===== src/rtl/modtmr_pkg.sv =====
package modtmr_pkg;
    localparam int DATA_W = 8;
    localparam int ADDR_W = 2;
    localparam int SEL_W  = 3;

    localparam logic [ADDR_W-1:0] A_CTRL = 2'd0;
    localparam logic [ADDR_W-1:0] A_MODH = 2'd1;
    localparam logic [ADDR_W-1:0] A_MODL = 2'd2;

    localparam int B_FLAG = 7;
    localparam int B_IE   = 6;
    localparam int B_STOP = 5;
    localparam int B_CLR  = 4;

    typedef struct packed {
        logic             ie;
        logic             stop;
        logic [SEL_W-1:0] sel;
    } ctrl_t;

    localparam ctrl_t CTRL_RST = '{ie: 1'b0, stop: 1'b1, sel: '0};

    function automatic logic [DATA_W-1:0] pack_ctrl(input logic flag, input ctrl_t c);
        logic [DATA_W-1:0] v;
        v         = '0;
        v[B_FLAG] = flag;
        v[B_IE]   = c.ie;
        v[B_STOP] = c.stop;
        v[SEL_W-1:0] = c.sel;
        return v;
    endfunction
endpackage


===== src/rtl/modtmr_prescaler.sv =====
module modtmr_prescaler #(
    parameter int SEL_W = 3
) (
    input  logic             clk,
    input  logic             rst,
    input  logic             run,
    input  logic             clr,
    input  logic [SEL_W-1:0] sel,
    output logic             tick
);
    localparam int DIV_W = (1 << SEL_W) - 1;

    logic [DIV_W-1:0] div_q;
    logic [DIV_W-1:0] mask;

    always_comb begin
        mask = ~({DIV_W{1'b1}} << sel);
        tick = run && !clr && ((div_q & mask) == mask);
    end

    always_ff @(posedge clk) begin
        if (rst || clr) div_q <= '0;
        else if (run)   div_q <= div_q + 1'b1;
    end

    // after a tick the selected low divider bits restart from zero
    p_tick_realign_r3: assert property (@(posedge clk) disable iff (rst)
        tick |=> ((div_q & $past(mask)) == '0));
endmodule


===== src/rtl/modtmr_counter.sv =====
module modtmr_counter #(
    parameter int CNT_W = 16
) (
    input  logic             clk,
    input  logic             rst,
    input  logic             tick,
    input  logic             clr,
    input  logic [CNT_W-1:0] modulo,
    output logic [CNT_W-1:0] count,
    output logic             wrap
);
    assign wrap = tick && (count == modulo);

    always_ff @(posedge clk) begin
        if (rst || clr)  count <= '0;
        else if (tick)   count <= wrap ? '0 : count + 1'b1;
    end

    // no tick, no movement
    p_hold_r2: assert property (@(posedge clk) disable iff (rst)
        (!tick && !clr) |=> $stable(count));
    // a non-wrapping tick advances by exactly one
    p_step_r2: assert property (@(posedge clk) disable iff (rst)
        (tick && !wrap && !clr) |=> count == $past(count) + 1'b1);
    // a wrap lands on zero
    p_wrap_zero_r4: assert property (@(posedge clk) disable iff (rst)
        wrap |=> count == '0);
endmodule


===== src/rtl/modtmr_regs.sv =====
module modtmr_regs
    import modtmr_pkg::*;
#(
    parameter int CNT_W = 16
) (
    input  logic              clk,
    input  logic              rst,
    input  logic              wr_en,
    input  logic              rd_en,
    input  logic [ADDR_W-1:0] addr,
    input  logic [DATA_W-1:0] wdata,
    input  logic              wrap,
    output ctrl_t             ctrl,
    output logic [CNT_W-1:0]  modulo,
    output logic              flag,
    output logic              cnt_clr,
    output logic [DATA_W-1:0] rdata
);
    logic wr_ctrl, rd_ctrl, armed;

    assign wr_ctrl = wr_en && (addr == A_CTRL);
    assign rd_ctrl = rd_en && (addr == A_CTRL);
    assign cnt_clr = wr_ctrl && wdata[B_CLR];

    always_ff @(posedge clk) begin
        if (rst) begin
            ctrl   <= CTRL_RST;
            modulo <= '1;
        end else if (wr_en) begin
            case (addr)
                A_CTRL: ctrl   <= '{ie: wdata[B_IE], stop: wdata[B_STOP], sel: wdata[SEL_W-1:0]};
                A_MODH: modulo[CNT_W-1:DATA_W] <= wdata;
                A_MODL: modulo[DATA_W-1:0]     <= wdata;
                default: ;
            endcase
        end
    end

    always_ff @(posedge clk) begin
        if (rst)                  armed <= 1'b0;
        else if (wrap || wr_ctrl) armed <= 1'b0;
        else if (rd_ctrl && flag) armed <= 1'b1;
    end

    always_ff @(posedge clk) begin
        if (rst)                                       flag <= 1'b0;
        else if (wrap)                                 flag <= 1'b1;
        else if (wr_ctrl && !wdata[B_FLAG] && armed)   flag <= 1'b0;
    end

    always_comb begin
        case (addr)
            A_CTRL:  rdata = pack_ctrl(flag, ctrl);
            A_MODH:  rdata = modulo[CNT_W-1:DATA_W];
            A_MODL:  rdata = modulo[DATA_W-1:0];
            default: rdata = '0;
        endcase
    end

    // every wrap leaves the flag set
    p_flag_on_wrap_r4: assert property (@(posedge clk) disable iff (rst)
        wrap |=> flag);
    // the flag only rises through a wrap
    p_no_spont_set_r8: assert property (@(posedge clk) disable iff (rst)
        (!flag && !wrap) |=> !flag);
    // without an arming read the flag cannot drop
    p_clear_needs_arm_r6: assert property (@(posedge clk) disable iff (rst)
        (flag && !armed) |=> flag);
    // a fresh overflow cancels a pending clear
    p_wrap_disarms_r7: assert property (@(posedge clk) disable iff (rst)
        wrap |=> !armed);
endmodule


===== src/rtl/modtmr_top.sv =====
module modtmr_top
    import modtmr_pkg::*;
#(
    parameter int CNT_W = 16
) (
    input  logic              clk,
    input  logic              rst,
    input  logic              wr_en,
    input  logic              rd_en,
    input  logic [ADDR_W-1:0] addr,
    input  logic [DATA_W-1:0] wdata,
    output logic [DATA_W-1:0] rdata,
    output logic [CNT_W-1:0]  count,
    output logic              ovf_flag,
    output logic              irq
);
    ctrl_t            ctrl;
    logic [CNT_W-1:0] modulo;
    logic             cnt_clr, tick, wrap;

    modtmr_regs #(.CNT_W(CNT_W)) u_regs (
        .clk(clk), .rst(rst), .wr_en(wr_en), .rd_en(rd_en), .addr(addr),
        .wdata(wdata), .wrap(wrap), .ctrl(ctrl), .modulo(modulo),
        .flag(ovf_flag), .cnt_clr(cnt_clr), .rdata(rdata)
    );

    modtmr_prescaler #(.SEL_W(SEL_W)) u_presc (
        .clk(clk), .rst(rst), .run(!ctrl.stop), .clr(cnt_clr),
        .sel(ctrl.sel), .tick(tick)
    );

    modtmr_counter #(.CNT_W(CNT_W)) u_cnt (
        .clk(clk), .rst(rst), .tick(tick), .clr(cnt_clr),
        .modulo(modulo), .count(count), .wrap(wrap)
    );

    assign irq = ovf_flag && ctrl.ie;

    // a stopped timer produces no ticks
    p_stop_no_tick_r2: assert property (@(posedge clk) disable iff (rst)
        ctrl.stop |-> !tick);
endmodule


===== config.mk =====
export PLATFORM = sky130hd
export DESIGN_NAME = modtmr_top
export DESIGN_NICKNAME = d
export VERILOG_FILES = /design/src/rtl/modtmr_pkg.sv /design/src/rtl/modtmr_prescaler.sv /design/src/rtl/modtmr_counter.sv /design/src/rtl/modtmr_regs.sv /design/src/rtl/modtmr_top.sv
export SDC_FILE = /design/constraint.sdc
export NUM_CORES = 1
export LEC_CHECK = 0
export CORE_AREA = 10 10 80 82
export CTS_CLUSTER_SIZE = 20
export DETAILED_ROUTE_END_ITERATION = 8
export DIE_AREA = 0 0 90 92
export PLACE_DENSITY_LB_ADDON = 0.2
export REMOVE_ABC_BUFFERS = 1
export SETUP_SLACK_MARGIN = 0.15
export SLEW_MARGIN = 20
export SYNTH_ARGS = -nofsm -noshare
export SYNTH_HDL_FRONTEND = slang
export SYNTH_SLANG_ARGS = --single-unit
export TNS_END_PERCENT = 1

===== constraint.sdc =====
create_clock -name clk -period 3.78 [get_ports clk]
set_input_delay 0.756 -clock clk [delete_from_list [all_inputs] [get_ports clk]]
set_output_delay 0.756 -clock clk [all_outputs]
set_load 0.005 [all_outputs]

==> key figures, run 1 <==
Floorplanning
  • Starting Density: 48.3%
  • Core footprint: 4910 sq um
  • Die area: 8280 sq um
  • Die X: 90 um
  • Die Y: 92 um
  • Row count: 26
  • IO Count: 40

Routing
  • Post-route DRC: 0
  • DR WL/cell: 15.0 um
  • DR iter-0 viols: 86
  • Antenna-violating nets left: 0
  • Vias: 2156
  • Post-DR vias/cell: 5.50
  • First-pass DRT Iterations: 4
  • Final WL: 5900 um

Yosys
  • Synth area leaders: dfxtp_1, xor2_1, nand2_1, mux2i_1, o21ai_0
  • Synth warnings: 0
  • Top cells by instance count after synthesis: dfxtp_1, nand2_1, xor2_1, o21ai_0
  • Leading area contributor after synthesis: dfxtp_1
  • Post-synthesis sequential area ratio: 38.8%
  • Synthesized flop and latch total: 46
  • Syn Area/Cell: 8.39 sq um
  • Synth Instances: 283
  • Post-Syn Area: 2370 sq um
  • Share of the synthesized area in the top cell type: 38.8%
  • Most numerous cell in the Yosys netlist: dfxtp_1
  • Ys async rst share: 0%
  • Post-synth EDFFs: 0
  • Yosys cell types: 41
  • Dominant synthesized flop cell: dfxtp_1

Cells and area
  • Share of cells above drive strength 1: 4.97%
  • Diodes inserted: 0
  • Fillers: 446
  • Final design utilization: 59.5%
  • Layout area overhead: 23.1%
  • NumNets Final: 338

Timing
  • Setup violations, final: 0
  • Peak Freq: 318 MHz
  • Max Slew Vio Count: 0
  • Period minus WS final: 3.14 ns
  • Worst-margin pin slew: 0.562 ns
  • Tcrit/Tclk final: 83.1%
  • Slew Limit Headroom: 62.5%
  • Fin Clk Skew: 0.00429 ns
  • Unrepaired setup endpoints after global routing: no
  • TNS Setup: 0 ns
  • Final Hold Vio Count: 0

Power and ir drop
  • Worst vdd ir: 0.000220 V
  • Pwr Total: 911 uW
  • Combinational power share: 12.3%
  • Pwr per Cell Area: 312 nW/um^2
  • Switching portion of total power: 25.0%
  • Seq pwr share: 56.2%
  • NetSw: 228 uW
  • Internal power: 684 uW
  • Pleak: 1.04 nW
  • Clock power frac: 31.5%

Worst setup path
  • Slowest-stage cell, CP: clkdlybuf4s50_1
  • CP most frequent cell: clkdlybuf4s50_1
  • CP Launch Type: input pin
  • Critical Path Source: addr[0]
  • Worst-path maximum fanout: 6
  • CP Cell Sequence: clkdlybuf4s50_1 > buf_4 > mux2i_1 > o21ai_0 > clkdlybuf4s50_1
  • CP Data Required Time: 3.02 ns
  • RR Startpoint: u_regs.ctrl[1]
  • Crit-path max cell delay: 0.61 ns
  • Crit. End Element: primary output
  • Critical path type: input pin to primary output
  • WP data arrival: 2.39 ns

Global route
  • Grt ovf: 0
  • Antenna violations before repair: 0
  • Largest net degree at the start of global routing: 35
  • First-pass GRT wire length: 9860 um
  • Gr usage total: 14.1%
  • Vias in the first global route: 2035

Placement
  • GP Congestion: 0.807
  • PortBufs: 39
  • DP Wirelength: 4350 um

CTS
  • Clock root buffer: clkbuf_8
  • Post CTS Setup Buffer Count: 0
  • Clock latency on the worst-skew pair: 0.29 ns
  • CTS tree: done
  • Total CTS buffers: 5
  • Number of H-tree levels: 2
  • Resized cells post-CTS: 0
  • Clk pin slew, worst setup/hold paths: 0.08 ns
  • Clock sink count: 46
  • Hold buffers post-CTS: 0
  • Clock buffer depth: 2

Run status
  • Outcome: finished, final reports clean

Worst hold path
  • Worst hold path type: flop to flop
  • Hold Path Origin: u_regs.modulo[12]

Job
  • Max cap viols: 0
==> area by class of cell <==
cell class / count / area (sq um) / share of cell area [%]
Tap cell: 70 / 87.6 / 3.00
Sequential cell: 46 / 921 / 31.5
Timing Repair Buffer: 47 / 450 / 15.4
Inverter: 3 / 11.3 / 0.385
Clock buffer: 7 / 76.3 / 2.61
Multi-Input combinational cell: 219 / 1380 / 47.1
==> sequential cells by signal, summed over array words and instances, names as in the netlist <==
| name | flops |
|---|---|
| u_presc.div_q | 7 |
| u_regs.armed | 1 |
| u_regs.ctrl | 5 |
| u_regs.modulo | 16 |
| u_regs.flag | 1 |
| u_cnt.count | 16 |
==> worst paths after layout <==
kind	cells after the start	slack, ns	end
max	5	0.64	rdata[2]
min	2	0.51	u_regs.modulo[12]
max reg2reg	5	1.83	u_cnt.count[10]
min reg2reg	2	0.51	u_regs.modulo[12]
==> worst max-delay path: cells and delay by family <==
kind            cells  cell delay (ns)
mux                 1             0.07
compound gates      1             0.20
buf+inv             3             1.36
==> cells by family after synthesis <==
family | count (synthesis) | share of synthesized area (%)
simple gates | 125 | 28.6
compound gates | 59 | 15.6
flops | 46 | 38.8
xor+xnor | 22 | 8.11
buf+inv | 18 | 3.27
mux | 11 | 4.64
fa+ha+maj | 2 | 1.05
==> power by group through the flow <==
stage | logic (mW) | registers, mW | clock network [mW]
final | 0.112 | 0.512 | 0.287
after global routing | 0.123 | 0.514 | 0.316
after CTS | 0.113 | 0.512 | 0.296
after detailed placement | 0.112 | 0.523 | 0
after global placement | 0.111 | 0.523 | 0
after floorplan | 0.0528 | 0.519 | 0
==> layer usage <==
layer	track usage, %	part of all wire (%)
met1	17.9	48
met2	22.4	45
met3	4.48	5.5
met4	4.24	1.1
met5	0	0
==> stage by stage <==
| stage | hold slack (ns) | instance area (sq um) | setup WS (ns) | instances |
|---|---|---|---|---|
| finish | 0.508 | 2920 | 0.639 | 392 |
| global route | 0.534 | 2920 | 0.544 | 392 |
| CTS | 0.512 | 2920 | 0.625 | 392 |
| detailed placement | 0.499 | 2850 | 0.625 | 385 |
| global placement | 0.498 | 2850 | 0.607 | 385 |
| floorplan | 0.474 | 2310 | 1.28 | 268 |
==> layout by cell type (no fill, tap or decap), types with 4 or more instances in the layout <==
master           netlist  routed
nand3b_1               9       9
nor2_1                17      17
nor2b_1                4       4
nand3_1                7       7
xor2_1                21      21
buf_4                  1       8
nand4_1                6       6
nor4_1                 4       4
mux2i_1               11      11
clkdlybuf4s50_1        0      39
and3_1                 8       8
o21ai_0               19      19
dfxtp_1               46      46
or4_1                  6       6
nand2_1               37      37
a21oi_1               17      17
or3_1                 14      14
clkbuf_8               0       5
a211o_1                9       9
Note: power is estimated with default switching activity, not from simulation.
==> run 2, diff against run 1 <==
--- a/config.mk
+++ b/config.mk
@@ -5,10 +5,10 @@
 export SDC_FILE = /design/constraint.sdc
 export NUM_CORES = 1
 export LEC_CHECK = 0
-export CORE_AREA = 10 10 80 82
+export CORE_AREA = 10 10 82 84
 export CTS_CLUSTER_SIZE = 20
 export DETAILED_ROUTE_END_ITERATION = 8
-export DIE_AREA = 0 0 90 92
+export DIE_AREA = 0 0 92 94
 export PLACE_DENSITY_LB_ADDON = 0.2
 export REMOVE_ABC_BUFFERS = 1
 export SETUP_SLACK_MARGIN = 0.15
==> constraint.sdc (replaced) <==
create_clock -name clk -period 2.5 [get_ports clk]
set_input_delay 0.5 -clock clk [delete_from_list [all_inputs] [get_ports clk]]
set_output_delay 0.5 -clock clk [all_outputs]
set_load 0.005 [all_outputs]
==> key figures, run 2 (synthesis gave the netlist of run 1 again) <==
Routing
  • Antenna-violating nets left: 0 (unchanged)
  • DR iter-0 viols: 95 (+10%)
  • First-pass DRT Iterations: 4 (unchanged)
  • Post-route DRC: 0 (unchanged)
  • Vias: 2205 (+2.3%)
  • DR WL/cell: 16.0 um (+6.4%)
  • Final WL: 6370 um (+8.0%)
  • Post-DR vias/cell: 5.54 (+0.73%)

CTS
  • Clock root buffer: clkbuf_8
  • Total CTS buffers: 5 (unchanged)
  • Clock latency on the worst-skew pair: 0.31 ns (+0.02 ns)
  • Clock buffer depth: 2 (unchanged)
  • Clock sink count: 46 (unchanged)
  • Clk pin slew, worst setup/hold paths: 0.09 ns (about the same)
  • CTS tree: done
  • Number of H-tree levels: 2 (unchanged)

Floorplanning
  • Die Y: 94 um (+2.2%)
  • Die area: 8650 sq um (+4.4%)
  • IO Count: 40 (unchanged)
  • Starting Density: 46.8% (-1.5 points)
  • Die X: 92 um (+2.2%)
  • Core footprint: 5070 sq um (+3.3%)
  • Row count: 26 (unchanged)

Cells and area
  • Share of cells above drive strength 1: 7.93% (+3.0 points)
  • Most frequent cells in the layout: dfxtp_1, nand2_1, clkdlybuf4s50_1, xor2_1, o21ai_0
  • Most common cell after layout, fill and taps aside: dfxtp_1
  • Top Registers: u_cnt.count x16, u_regs.modulo x16, u_presc.div_q x7
  • NumNets Final: 343 (+1.5%)
  • Diodes inserted: 0 (unchanged)
  • Finished Cell Area: 2990 sq um (+2.4%)
  • Layout area overhead: 26.1%

Global route
  • Grt ovf: 0 (unchanged)
  • Largest net degree at the start of global routing: 35 (unchanged)
  • Gr usage total: 15.4% (+1.3 points)
  • Antenna violations before repair: 0 (unchanged)
  • Vias in the first global route: 2200 (+8.1%)
  • First-pass GRT wire length: 11000 um (+12%)

Power and ir drop
  • Switching portion of total power: 25.7% (+0.69 points)
  • Internal power: 1.06 mW (+55%)
  • Pwr Total: 1.43 mW (+57%)
  • Combinational power share: 12.2% (about the same)
  • Worst vdd ir: 0.000413 V (+87%)
  • Seq pwr share: 54.2% (-2.0 points)
  • Pleak: 1.11 nW (+6.1%)
  • Pwr per Cell Area: 478 nW/um^2 (+53%)
  • Clock power frac: 33.6% (+2.1 points)
  • NetSw: 367 uW (+61%)

Placement
  • DP Wirelength: 4740 um (+9.1%)
  • GP Congestion: 0.878 (+8.9%)
  • Placement Cell Area: 2880 sq um (+1.2%)
  • Place WS: -0.0826 ns (-0.707 ns)
  • PortBufs: 39 (unchanged)

Timing
  • Unrepaired setup endpoints after global routing: no
  • Fin Clk Skew: 0.0135 ns (+0.00925 ns)
  • Final Hold Vio Count: 0 (unchanged)
  • Peak Freq: 449 MHz
  • Setup violations, final: 0 (unchanged)
  • Max Slew Vio Count: 0 (unchanged)
  • Worst-margin pin slew: 0.551 ns (-0.0105 ns)
  • Tcrit/Tclk final: 89.0%
  • TNS Setup: 0 ns (unchanged)
  • Slew Limit Headroom: 63.0% (+0.53 points)
  • Setup ws final: 0.275 ns (-0.363 ns)
  • Period minus WS final: 2.22 ns

Run status
  • Outcome: finished, final reports clean

Worst hold path
  • Worst hold path type: flop to flop

Worst setup path
  • WP data arrival: 1.72 ns (-0.67 ns)
  • CP Data Required Time: 2.00 ns (-1.02 ns)
  • Worst-path maximum fanout: 12 (+6)
  • Crit. End Element: primary output
  • CP Launch Type: input pin
  • Critical path type: input pin to primary output

Job
  • Max cap viols: 0 (unchanged)
-- run 2: area by class of cell --
class | instances | area (sq um)
clock inverters | 2 | 12.5
repair buffers | 52 | 493
multi-input cells | 219 | 1390
inverters | 3 | 11.3
fillers | 480 | 2080
well taps | 70 | 87.6
flip-flops and latches | 46 | 921
clock buffers | 6 | 82.6
-- run 2: worst max-delay path, cell delays in order --
cell and delay (ns):
clkdlybuf4s50_1 0.48, nor2b_4 0.16, buf_6 0.15, nand2_1 0.06, o21ai_0 0.10, dlygate4sd2_1 0.28
-- run 2: power groups by stage --
stage / clock network [mW] / logic [mW] / registers [mW]
final: 0.481 / 0.174 / 0.775
after global routing: 0.527 / 0.193 / 0.778
after CTS: 0.498 / 0.174 / 0.775
after detailed placement: 0 / 0.178 / 0.792
after global placement: 0 / 0.176 / 0.792
after floorplan: 0 / 0.0799 / 0.784
-- run 2: final timing paths --
path,depth (start not counted),startpoint,to,slack [ns]
worst max-delay path,6,addr[1],rdata[1],0.28
worst min-delay path,2,u_regs.modulo[12],u_regs.modulo[12],0.52
worst max register to register,5,u_presc.div_q[2],u_cnt.count[10],0.51
worst min register to register,2,u_regs.modulo[12],u_regs.modulo[12],0.52
-- run 2: stage by stage --
| stage | util [%] | instances | hold WS (ns) |
|---|---|---|---|
| finish | 59.0 | 398 | 0.521 |
| global placement | 56.8 | 388 | 0.506 |
| global route | 59.0 | 398 | 0.548 |
| detailed placement | 56.8 | 388 | 0.511 |
| floorplan | - | 268 | 0.474 |
| CTS | 59.0 | 398 | 0.526 |
-- run 2: layer usage --
| layer | vias to the layer above | track usage [%] | share of wire, % |
|---|---|---|---|
| li1 | 1099 | - | - |
| met1 | 1041 | 19.2 | 47 |
| met2 | 57 | 24.2 | 45 |
| met3 | 8 | 5.20 | 6.4 |
| met4 | 0 | 5.40 | 1.3 |
| met5 | - | 0 | 0 |
-- run 2: what timing repair did --
| action | CTS | global route |
|---|---|---|
| endpoints found under the setup margin | 8 | 0 |
| buffers inserted | 2 | 0 |
| resized for setup | 13 | 0 |
| hold buffers | 0 | 0 |
==> run 3, diff against run 2 <==
--- a/config.mk
+++ b/config.mk
@@ -5,10 +5,13 @@
 export SDC_FILE = /design/constraint.sdc
 export NUM_CORES = 1
 export LEC_CHECK = 0
+export ABC_AREA = 0
+export CAP_MARGIN = 30
 export CORE_AREA = 10 10 82 84
 export CTS_CLUSTER_SIZE = 20
 export DETAILED_ROUTE_END_ITERATION = 8
 export DIE_AREA = 0 0 92 94
+export HOLD_SLACK_MARGIN = 0.08
 export PLACE_DENSITY_LB_ADDON = 0.2
 export REMOVE_ABC_BUFFERS = 1
 export SETUP_SLACK_MARGIN = 0.15
==> results of run 3 <==
Same layout as run 2: the final DEF is identical, and so are final timing and power.
